==> src/rtl/spi_port_pkg.sv <==
package spi_port_pkg;
  localparam int unsigned DATA_W = 8;
  localparam logic        ADDR_CTRL = 1'b0;
  localparam logic        ADDR_BUF  = 1'b1;
  localparam logic [3:0]  MODE_MASTER = 4'b0000;

  typedef struct packed {
    logic       wcol;
    logic       ovf;
    logic       en;
    logic       cpol;
    logic [3:0] mode;
  } ctrl_t;
endpackage

==> src/rtl/spi_pin_sync.sv <==
module spi_pin_sync #(
  parameter int unsigned STAGES = 2
) (
  input  logic clk,
  input  logic rst_n,
  input  logic sck,
  input  logic sdi,
  input  logic ss_n,
  input  logic cpol,
  output logic sdi_s,
  output logic ss_n_s,
  output logic lead,
  output logic trail
);
  logic [STAGES-1:0] sck_q, sdi_q, ss_q;
  logic              sck_prev;

  generate
    if (STAGES == 1) begin : g_one
      always_ff @(posedge clk or negedge rst_n)
        if (!rst_n) begin
          sck_q <= '0; sdi_q <= '0; ss_q <= '1;
        end else begin
          sck_q <= sck; sdi_q <= sdi; ss_q <= ss_n;
        end
    end else begin : g_chain
      always_ff @(posedge clk or negedge rst_n)
        if (!rst_n) begin
          sck_q <= '0; sdi_q <= '0; ss_q <= '1;
        end else begin
          sck_q <= {sck_q[STAGES-2:0], sck};
          sdi_q <= {sdi_q[STAGES-2:0], sdi};
          ss_q  <= {ss_q[STAGES-2:0], ss_n};
        end
    end
  endgenerate

  always_ff @(posedge clk or negedge rst_n)
    if (!rst_n) sck_prev <= 1'b0;
    else        sck_prev <= sck_q[STAGES-1];

  assign sdi_s  = sdi_q[STAGES-1];
  assign ss_n_s = ss_q[STAGES-1];
  assign lead   = (sck_q[STAGES-1] != sck_prev) && (sck_q[STAGES-1] != cpol);
  assign trail  = (sck_q[STAGES-1] != sck_prev) && (sck_q[STAGES-1] == cpol);
endmodule

==> src/rtl/spi_sck_gen.sv <==
module spi_sck_gen #(
  parameter int unsigned HALF = 4,
  parameter int unsigned BITS = 8
) (
  input  logic clk,
  input  logic rst_n,
  input  logic enable,
  input  logic start,
  input  logic cpol,
  output logic sck_o,
  output logic active,
  output logic lead,
  output logic trail
);
  localparam int unsigned DW = $clog2(HALF + 1);
  localparam int unsigned EW = $clog2(2 * BITS + 1);

  logic [DW-1:0] div_cnt;
  logic [EW-1:0] edges;
  logic          phase;

  always_ff @(posedge clk or negedge rst_n)
    if (!rst_n) begin
      active <= 1'b0; phase <= 1'b0; div_cnt <= '0; edges <= '0;
      lead <= 1'b0; trail <= 1'b0;
    end else begin
      lead  <= 1'b0;
      trail <= 1'b0;
      if (!enable) begin
        active <= 1'b0; phase <= 1'b0; div_cnt <= '0; edges <= '0;
      end else if (start && !active) begin
        active <= 1'b1; phase <= 1'b0; div_cnt <= '0; edges <= '0;
      end else if (active) begin
        if (div_cnt == DW'(HALF - 1)) begin
          div_cnt <= '0;
          phase   <= ~phase;
          lead    <= ~phase;
          trail   <= phase;
          edges   <= edges + 1'b1;
          if (edges == EW'(2 * BITS - 1)) active <= 1'b0;
        end else begin
          div_cnt <= div_cnt + 1'b1;
        end
      end
    end

  assign sck_o = cpol ^ phase;

  a_r11_idle_level: assert property (@(posedge clk) disable iff (!rst_n)
    !active |-> (sck_o == cpol));
endmodule

==> src/rtl/spi_shifter.sv <==
module spi_shifter #(
  parameter int unsigned W = 8
) (
  input  logic         clk,
  input  logic         rst_n,
  input  logic         clear,
  input  logic         load,
  input  logic [W-1:0] load_data,
  input  logic         lead,
  input  logic         trail,
  input  logic         sdi,
  output logic         sdo,
  output logic         busy,
  output logic         done,
  output logic [W-1:0] rx_byte
);
  localparam int unsigned CW = $clog2(W);

  logic [W-1:0]  sr;
  logic [CW-1:0] cnt;
  logic          cap;

  always_ff @(posedge clk or negedge rst_n)
    if (!rst_n) begin
      sr <= '0; cnt <= '0; cap <= 1'b0; busy <= 1'b0; done <= 1'b0; rx_byte <= '0;
    end else begin
      done <= 1'b0;
      if (load && !busy) sr <= load_data;
      if (clear) begin
        cnt <= '0; busy <= 1'b0;
      end else if (lead) begin
        cap <= sdi;
        if (cnt == CW'(W - 1)) begin
          cnt     <= '0;
          busy    <= 1'b0;
          done    <= 1'b1;
          rx_byte <= {sr[W-2:0], sdi};
        end else begin
          cnt  <= cnt + 1'b1;
          busy <= 1'b1;
        end
      end else if (trail && busy) begin
        sr <= {sr[W-2:0], cap};
      end
    end

  assign sdo = sr[W-1];

  a_r9_count_reset: assert property (@(posedge clk) disable iff (!rst_n)
    clear |=> (cnt == '0) && !busy);
endmodule

==> src/rtl/spi_serial_port.sv <==
module spi_serial_port
  import spi_port_pkg::*;
#(
  parameter int unsigned SYNC_STAGES = 2,
  parameter int unsigned MASTER_HALF = 4
) (
  input  logic              clk,
  input  logic              rst_n,
  input  logic              reg_addr,
  input  logic              reg_wr,
  input  logic [DATA_W-1:0] reg_wdata,
  input  logic              reg_rd,
  output logic [DATA_W-1:0] reg_rdata,
  output logic              buf_full,
  input  logic              spi_sck_i,
  output logic              spi_sck_o,
  output logic              spi_sck_oe,
  input  logic              spi_sdi,
  output logic              spi_sdo,
  output logic              spi_sdo_oe,
  input  logic              spi_ss_n
);
  ctrl_t             ctrl_q;
  logic [DATA_W-1:0] buf_q;
  logic              is_master, wr_ctrl, wr_buf, rd_buf;
  logic              sdi_s, ss_n_s, s_lead, s_trail;
  logic              g_lead, g_trail, g_active;
  logic              lead, trail, sh_busy, done, clear, xfer_busy, accept;
  logic [DATA_W-1:0] rx_byte;

  assign is_master = (ctrl_q.mode == MODE_MASTER);
  assign wr_ctrl   = reg_wr && (reg_addr == ADDR_CTRL);
  assign wr_buf    = reg_wr && (reg_addr == ADDR_BUF);
  assign rd_buf    = reg_rd && (reg_addr == ADDR_BUF);
  assign xfer_busy = sh_busy || g_active;
  assign accept    = wr_buf && ctrl_q.en && !xfer_busy;

  spi_pin_sync #(.STAGES(SYNC_STAGES)) u_sync (
    .clk(clk), .rst_n(rst_n), .sck(spi_sck_i), .sdi(spi_sdi), .ss_n(spi_ss_n),
    .cpol(ctrl_q.cpol), .sdi_s(sdi_s), .ss_n_s(ss_n_s), .lead(s_lead), .trail(s_trail));

  spi_sck_gen #(.HALF(MASTER_HALF), .BITS(DATA_W)) u_gen (
    .clk(clk), .rst_n(rst_n), .enable(ctrl_q.en && is_master),
    .start(accept && is_master), .cpol(ctrl_q.cpol), .sck_o(spi_sck_o),
    .active(g_active), .lead(g_lead), .trail(g_trail));

  assign lead  = ctrl_q.en && (is_master ? g_lead  : s_lead);
  assign trail = ctrl_q.en && (is_master ? g_trail : s_trail);
  assign clear = !ctrl_q.en || (!is_master && ss_n_s);

  spi_shifter #(.W(DATA_W)) u_shift (
    .clk(clk), .rst_n(rst_n), .clear(clear), .load(accept), .load_data(reg_wdata),
    .lead(lead), .trail(trail), .sdi(sdi_s), .sdo(spi_sdo), .busy(sh_busy),
    .done(done), .rx_byte(rx_byte));

  always_ff @(posedge clk or negedge rst_n)
    if (!rst_n) begin
      ctrl_q <= '0; buf_q <= '0; buf_full <= 1'b0;
    end else begin
      if (wr_ctrl) begin
        ctrl_q.en   <= reg_wdata[5];
        ctrl_q.cpol <= reg_wdata[4];
        ctrl_q.mode <= reg_wdata[3:0];
        ctrl_q.wcol <= ctrl_q.wcol & reg_wdata[7];
        ctrl_q.ovf  <= ctrl_q.ovf  & reg_wdata[6];
      end
      if (wr_buf && ctrl_q.en && xfer_busy) ctrl_q.wcol <= 1'b1;
      if (rd_buf) buf_full <= 1'b0;
      if (done) begin
        if (!is_master && buf_full) begin
          ctrl_q.ovf <= 1'b1;
        end else begin
          buf_q    <= rx_byte;
          buf_full <= 1'b1;
        end
      end
    end

  assign reg_rdata  = (reg_addr == ADDR_BUF) ? buf_q : ctrl_q;
  assign spi_sck_oe = ctrl_q.en && is_master;
  assign spi_sdo_oe = ctrl_q.en && (is_master || !ss_n_s);

  a_r3_full_on_done: assert property (@(posedge clk) disable iff (!rst_n)
    (done && !is_master && !buf_full) |=> buf_full);
  a_r5_overflow_keeps: assert property (@(posedge clk) disable iff (!rst_n)
    (done && !is_master && buf_full) |=> ctrl_q.ovf && $stable(buf_q));
  a_r6_collision_flag: assert property (@(posedge clk) disable iff (!rst_n)
    (wr_buf && ctrl_q.en && xfer_busy) |=> ctrl_q.wcol);
  a_r7_ovf_sticky: assert property (@(posedge clk) disable iff (!rst_n)
    (ctrl_q.ovf && !(wr_ctrl && !reg_wdata[6])) |=> ctrl_q.ovf);
  a_r11_no_overflow: assert property (@(posedge clk) disable iff (!rst_n)
    (is_master && !ctrl_q.ovf) |=> !ctrl_q.ovf);
endmodule

==> config.mk <==
export PLATFORM = sky130hd
export DESIGN_NAME = spi_serial_port
export DESIGN_NICKNAME = d
export VERILOG_FILES = /design/src/rtl/spi_port_pkg.sv /design/src/rtl/spi_pin_sync.sv /design/src/rtl/spi_sck_gen.sv /design/src/rtl/spi_shifter.sv /design/src/rtl/spi_serial_port.sv
export SDC_FILE = /design/constraint.sdc
export NUM_CORES = 1
export LEC_CHECK = 0
export ABC_AREA = 1
export ABC_CLOCK_PERIOD_IN_PS = 2000
export CORE_ASPECT_RATIO = 2
export CORE_MARGIN = 2
export CORE_UTILIZATION = 30
export DETAILED_ROUTE_END_ITERATION = 8
export PLACE_DENSITY_LB_ADDON = 0.1
export SYNTH_ARGS = -nofsm -noshare
export SYNTH_HDL_FRONTEND = slang
export SYNTH_HIERARCHICAL = 1
export SYNTH_SLANG_ARGS = --single-unit
==> constraint.sdc <==
create_clock -name clk -period 2 [get_ports clk]
set_clock_uncertainty 0.1 [all_clocks]
set_input_delay 0.4 -clock clk [delete_from_list [all_inputs] [get_ports clk]]
set_output_delay 0.4 -clock clk [all_outputs]
set_load 0.03 [all_outputs]
==> flow_summary_export.csv, run 1 <==
group,metric,value,unit
outcome,status,"finished, final reports clean",
critical_path,crit_path_end_kind,"primary output",
timing,tns,0,ps
timing,hold_viol,0,
synth,ys.flop_type,"dfrtp_1",
die,rows,49,
die,dieArea,0.00999,mm2
critical_path,r2r_slack,200,ps
synth,yosys.area_share.simple,31.5,%
route,viasPerCell,4.44,
critical_path,critPathRequiredTime,1500,ps
route,drt_first_iter_violations,85,
final_layout,nFillCells,931,
synth,synth_top_family_by_area,"simple AND/OR/NAND/NOR gates",
cts,cts-root-buf,"clkbuf_16",
critical_path,crit_slowest_cell,"dfrtp_1",
timing,slew_violations,0,
placed_design,portBuffers,28,
synth,ys_ff_latch,58,
global_routing,grt_max_degree,26,
placed_design,gp_congestion,0.812,
timing,grt_setup_unrepaired,"false",
min_path,hp-class,"flop to flop",
timing,tightest_slew,443,ps
global_routing,met1_usage,14.9,%
synth,yosysWarnings,6,
synth,syn_inst,328,
synth,avgSynthCellArea,8.38,um2
power_and_ir_drop,p_leak,1.92,nW
die,die_w,71.7,um
global_routing,grt_use_met2,28.8,%
route,drt-total-wl,6.92,mm
final_layout,layout_common_cells,"121 x nand2_1, 56 x dfrtp_1, 36 x nand3_1",
die,start_util,30.7,%
die,die_h,139,um
final_layout,regArea,0.00145,mm2
cts,cts.sinks,58,
critical_path,start_kind,"flop",
final_layout,multiInputGateArea,0.00112,mm2
critical_path,slowest_delay,400,ps
timing,worst_hold_slack,246,ps
route,num_vias,2173,
cts,cts_inserted_buffers,9,
synth,synthAdderAreaFrac,2.28,%
route,drt.antenna.violating_nets,0,
route,dr.pass1.iters,4,
cts,cts.clk_slew.worst_paths,50,ps
global_routing,grt_antenna_before_repair,0,
cts,cts_tree,"built",
flow_run,drv_cap,0,
final_layout,antenna_cells,0,
final_layout,syn_to_final_growth,31.0,%
global_routing,grt_use_met3,3.04,%
global_routing,grt_first_pass_wirelength,11.2,mm
final_layout,layout.cells.non_filler,489,
final_layout,fin_nets,403,
synth,syn_nets,349,
synth,synth-edff-count,0,
die,io_pins,29,
timing,slew_headroom,70.5,%
timing,fin_crit,1930,ps
synth,synth_xor_area_share,0.319,%
synth,synth_compound_area_share,6.01,%
global_routing,grt.busiest_layer,"met2",
critical_path,worstPathArrival,1430,ps
global_routing,grt_usage,15.3,%
global_routing,grt_pass1_vias,2191,
critical_path,path_max_fanout,7,
cts,clkLatencyLatePin,330,ps
timing,fmax,518,MHz
route,drc,0,
route,wl_per_cell,14.2,um
cts,cts_buffer_depth,2,
synth,async_flop_share,100,%
global_routing,grt_overflow_total,0,
synth,synth.distinct_cells,25,
final_layout,final_core_util,40.2,%
placed_design,dpl.cell_count,471,
synth,synth_area,0.00275,mm2
synth,synth.area.mux_share,0,%
power_and_ir_drop,ir_drop,0.000460,V
critical_path,cp_cell_sequence,"nor2_4, nand2_4, a21oi_2, buf_4",
final_layout,final_common_cell,"nand2_1",
synth,ys_seq_area_share,52.9,%
cts,htree_levels,3,
critical_path,crit_type,"flop to primary output",
final_layout,layout-drive-gt1-share,20.9,%
power_and_ir_drop,powerDensity,999,mW/mm2
timing,finalSetupViolCount,0,
timing,fin_crit_sh,96.5,%
placed_design,hpwl,5.55,mm
die,core,0.00895,mm2
## what timing repair did
item | 4_1_cts | 5_1_grt
hold endpoints to repair | 15 | 0
setup buffers | 0 | 1
hold buffers | 1 | 0
endpoints found under the setup margin | 9 | 1
pin swaps | 0 | 2
gates resized for setup | 5 | 0
## critical path: cells and delay by family (launching register included)
family	cells	cell delay, ps
and+or+nand+nor	2	330
DFF	1	400
buffers and inverters	1	180
AOI/OAI and AO/OA	1	180
## cells in the mapped netlist (3+ instances only)
library cell    n  area (um2)
dfrtp_1        56        1400
nand2_2         3        18.8
o21ai_2         9        78.8
ha_1            5        62.6
nor2_2          4        25.0
nor2_1         17        63.8
nand2_4         4        45.0
nand2_1       121         454
inv_2           8        30.0
buf_2           3        15.0
nand3_1        36         180
o21ai_0         5        25.0
inv_1          34         128
a21oi_1         8        40.0
## power by group
| part | total (mW) | internal, mW | switching [mW] |
|---|---|---|---|
| registers | 1.36 | 1.29 | 0.0763 |
| clock network | 1.65 | 1.12 | 0.529 |
| logic | 0.589 | 0.223 | 0.366 |
## per-stage QoR
stage / setup WS (ps) / power (mW) / cell area, um2
3_5_place_dp: -51.3 / 1.98 / 3260
6_report: 69.6 / 3.60 / 3600
5_1_grt: 1.71 / 3.76 / 3600
3_3_place_gp: -57.4 / 1.97 / 3260
4_1_cts: 18.2 / 3.65 / 3590
2_1_floorplan: 83.8 / 1.69 / 2750
## kinds of logic after synthesis
| group | after synthesis |
|---|---|
| buffers and inverters | 47 |
| adders and majority gates | 5 |
| and+or+nand+nor | 192 |
| AOI/OAI and AO/OA | 25 |
| DFF | 58 |
| xor gates and xnor gates | 1 |
## flip-flops by register name (all words and copies together), names as in the netlist, 3 cells and up
register,count
buf_q,8
ctrl_q,8
u_gen/div_cnt,3
u_gen/edges,5
u_shift/cnt,3
u_shift/rx_byte,8
u_shift/sr,8
## final cells by class
class / count / share of cell area [%]
timing repair buffer: 48 / 11.8
inverter: 42 / 4.38
sequential: 58 / 40.4
clock buffer: 11 / 6.74
tap: 102 / 3.55
multi-input combinational: 223 / 31.0
clock inverter: 5 / 2.16
## final timing paths
check / startpoint / to / cells past startpoint
worst max-delay path: ctrl_q[0] / spi_sdo_oe / 4
worst min-delay path: u_sync/sck_q[0] / u_sync/sck_q[1] / 0
worst max register to register: ctrl_q[1] / u_shift/sr[4] / 9
worst min register to register: u_sync/sck_q[0] / u_sync/sck_q[1] / 0
max in group asynchronous: rst_n / u_shift/rx_byte[6] / 3
min in group asynchronous: rst_n / u_gen/edges[0] / 2
## layer usage
layer  wire length, um  vias up
met5                 0        -
met4               212        0
met3               174       15
met2              4110       26
met1              2420      999
li1                  -     1133
Note: power is estimated with default switching activity, not from simulation.
==> inputs of run 2 (changes only) <==
CTS_CLUSTER_DIAMETER = 150   (was unset)
==> results of run 2 <==
The final DEF is identical to that of run 1; final timing and power are the same.
==> inputs of run 3 (changes only) <==
PLACE_DENSITY = 0.45   (was unset)
PLACE_DENSITY_LB_ADDON = unset   (was 0.1)
SKIP_LAST_GASP = 1   (was unset)
==> run 3 against run 2 <==
Net effect:
- flip-flop and latch count unchanged
- clock power about the same
- critical path depth increased by 1
- worst setup slack got worse by 3.5 ps
- register-to-register slack improved by 20 ps
- global-route usage decreased by 0.85 points
- non-clock buffer count decreased by 5
- hold slack got worse by 0.70 ps
- die area unchanged
- power decreased by 1.7%
- core utilization decreased by 0.53 points
- largest power group unchanged
==> flow_summary_export.csv, run 3 (synthesized netlist as in run 1, its figures left out) <==
group,metric,value,unit
route,dr.pass1.iters,4,
die,dieArea,0.00999,mm2
critical_path,path_max_fanout,6,
timing,fin_crit_sh,96.7,%
final_layout,syn_to_final_growth,29.2,%
min_path,hp-class,"flop to flop",
route,wl_per_cell,13.4,um
cts,clkLatencyLatePin,330,ps
die,core,0.00895,mm2
timing,hold_viol,0,
cts,cts.clk_slew.worst_paths,50,ps
cts,cts_buffer_depth,2,
route,drc,0,
global_routing,met1_usage,15.0,%
global_routing,grt_pass1_vias,2232,
global_routing,grt_usage,14.5,%
final_layout,layout-drive-gt1-share,19.4,%
timing,fin_crit,1930,ps
route,drt-total-wl,6.50,mm
global_routing,grt.busiest_layer,"met2",
global_routing,grt_overflow_total,0,
timing,slew_violations,0,
critical_path,critPathRequiredTime,1500,ps
die,start_util,30.7,%
cts,cts.sinks,58,
timing,tns,0,ps
timing,grt_setup_unrepaired,"false",
final_layout,layout.cells.non_filler,484,
global_routing,grt_use_met3,4.27,%
cts,cts_inserted_buffers,9,
critical_path,worstPathArrival,1430,ps
placed_design,dpl.cell_count,466,
power_and_ir_drop,powerDensity,996,mW/mm2
placed_design,hpwl,4.92,mm
cts,cts-root-buf,"clkbuf_16",
die,die_w,71.7,um
flow_run,drv_cap,0,
critical_path,crit_type,"input pin to primary output",
route,viasPerCell,4.52,
critical_path,start_kind,"input pin",
outcome,status,"finished, final reports clean",
final_layout,final_common_cell,"nand2_1",
route,num_vias,2187,
placed_design,gp_congestion,0.807,
final_layout,antenna_cells,0,
global_routing,grt_max_degree,59,
power_and_ir_drop,p_leak,1.88,nW
global_routing,grt_use_met2,25.7,%
final_layout,fin_nets,398,
cts,htree_levels,3,
timing,tightest_slew,472,ps
route,drt.antenna.violating_nets,0,
die,rows,49,
timing,finalSetupViolCount,0,
global_routing,grt_first_pass_wirelength,10.7,mm
placed_design,portBuffers,28,
route,drt_first_iter_violations,73,
final_layout,layout_common_cells,"121 x nand2_1, 56 x dfrtp_1, 36 x nand3_1",
cts,cts_tree,"built",
power_and_ir_drop,ir_drop,0.000459,V
global_routing,grt_antenna_before_repair,0,
die,die_h,139,um
critical_path,crit_path_end_kind,"primary output",
timing,slew_headroom,68.5,%
die,io_pins,29,
final_layout,nFillCells,945,
timing,fmax,517,MHz
==> run 3: cell count changes in the layout (fill, tap and decap cells not counted), sizes merged <==
| cell | delta |
|---|---|
| clkdlybuf4s50 | +2 |
| dlygate4sd2 | -2 |
| clkbuf | +2 |
| buf | -5 |
| clkinv | -1 |
| clkinvlp | -1 |
==> run 3: critical path: stages <==
cell and delay (ps):
clkdlybuf4s50_1 520, buf_4 160, nand2_1 60, o21ai_1 100, buf_4 190
==> run 3: path summary, 6_finish.rpt <==
kind	cells after the start	startpoint	slack (ps)	endpoint
setup / recovery	5	reg_addr	70	reg_rdata[5]
hold / removal	0	u_sync/sck_q[0]	250	u_sync/sck_q[1]
setup reg to reg	8	ctrl_q[3]	220	u_shift/sr[5]
hold reg to reg	0	u_sync/sck_q[0]	250	u_sync/sck_q[1]
max in group asynchronous	3	rst_n	1000	u_sync/ss_q[0]
min in group asynchronous	3	rst_n	510	u_shift/cnt[1]
==> run 3: metal layers <==
layer  wire length, um  vias to the layer above
li1                  -                     1117
met2              3600                       34
met3               222                       13
met1              2480                     1023
met5                 0                        -
met4               204                        0
==> run 3: timing repair <==
item	CTS	global route
gates resized for setup	4	2
pin swaps	0	1
buffers inserted	0	1
endpoints found under the hold margin	56	0
setup endpoints to repair	4	3
hold buffers	1	0
==> run 3: final cells by class <==
| type | instances | area [um2] | area share (%) |
|---|---|---|---|
| Sequential cell | 58 | 1450 | 40.9 |
| Multi-Input combinational cell | 223 | 1120 | 31.6 |
| Timing Repair Buffer | 43 | 377 | 10.6 |
| Clock buffer | 13 | 250 | 7.04 |
| Inverter | 42 | 158 | 4.44 |
| Tap cell | 102 | 128 | 3.59 |
| Clock inverter | 3 | 65.1 | 1.83 |
==> run 3: through the flow <==
| step | worst slack (ps) | power, mW | hold WS [ps] | util, % | area, um2 |
|---|---|---|---|---|---|
| floorplan | 83.8 | 1.69 | 4.41 | - | 2750 |
| global placement | 10.3 | 1.91 | 233 | 35.8 | 3210 |
| detailed placement | 0.792 | 1.92 | 237 | 35.8 | 3210 |
| CTS | -5.18 | 3.59 | 249 | 39.5 | 3530 |
| global route | 7.18 | 3.71 | 253 | 39.7 | 3550 |
| finish | 66.2 | 3.54 | 246 | 39.7 | 3550 |
==> run 3: where the power goes <==
group	switching (mW)	total (mW)	leakage (nW)	internal [mW]
clock	0.512	1.63	0.154	1.12
sequential	0.0800	1.37	0.749	1.29
combinational	0.335	0.538	0.977	0.203
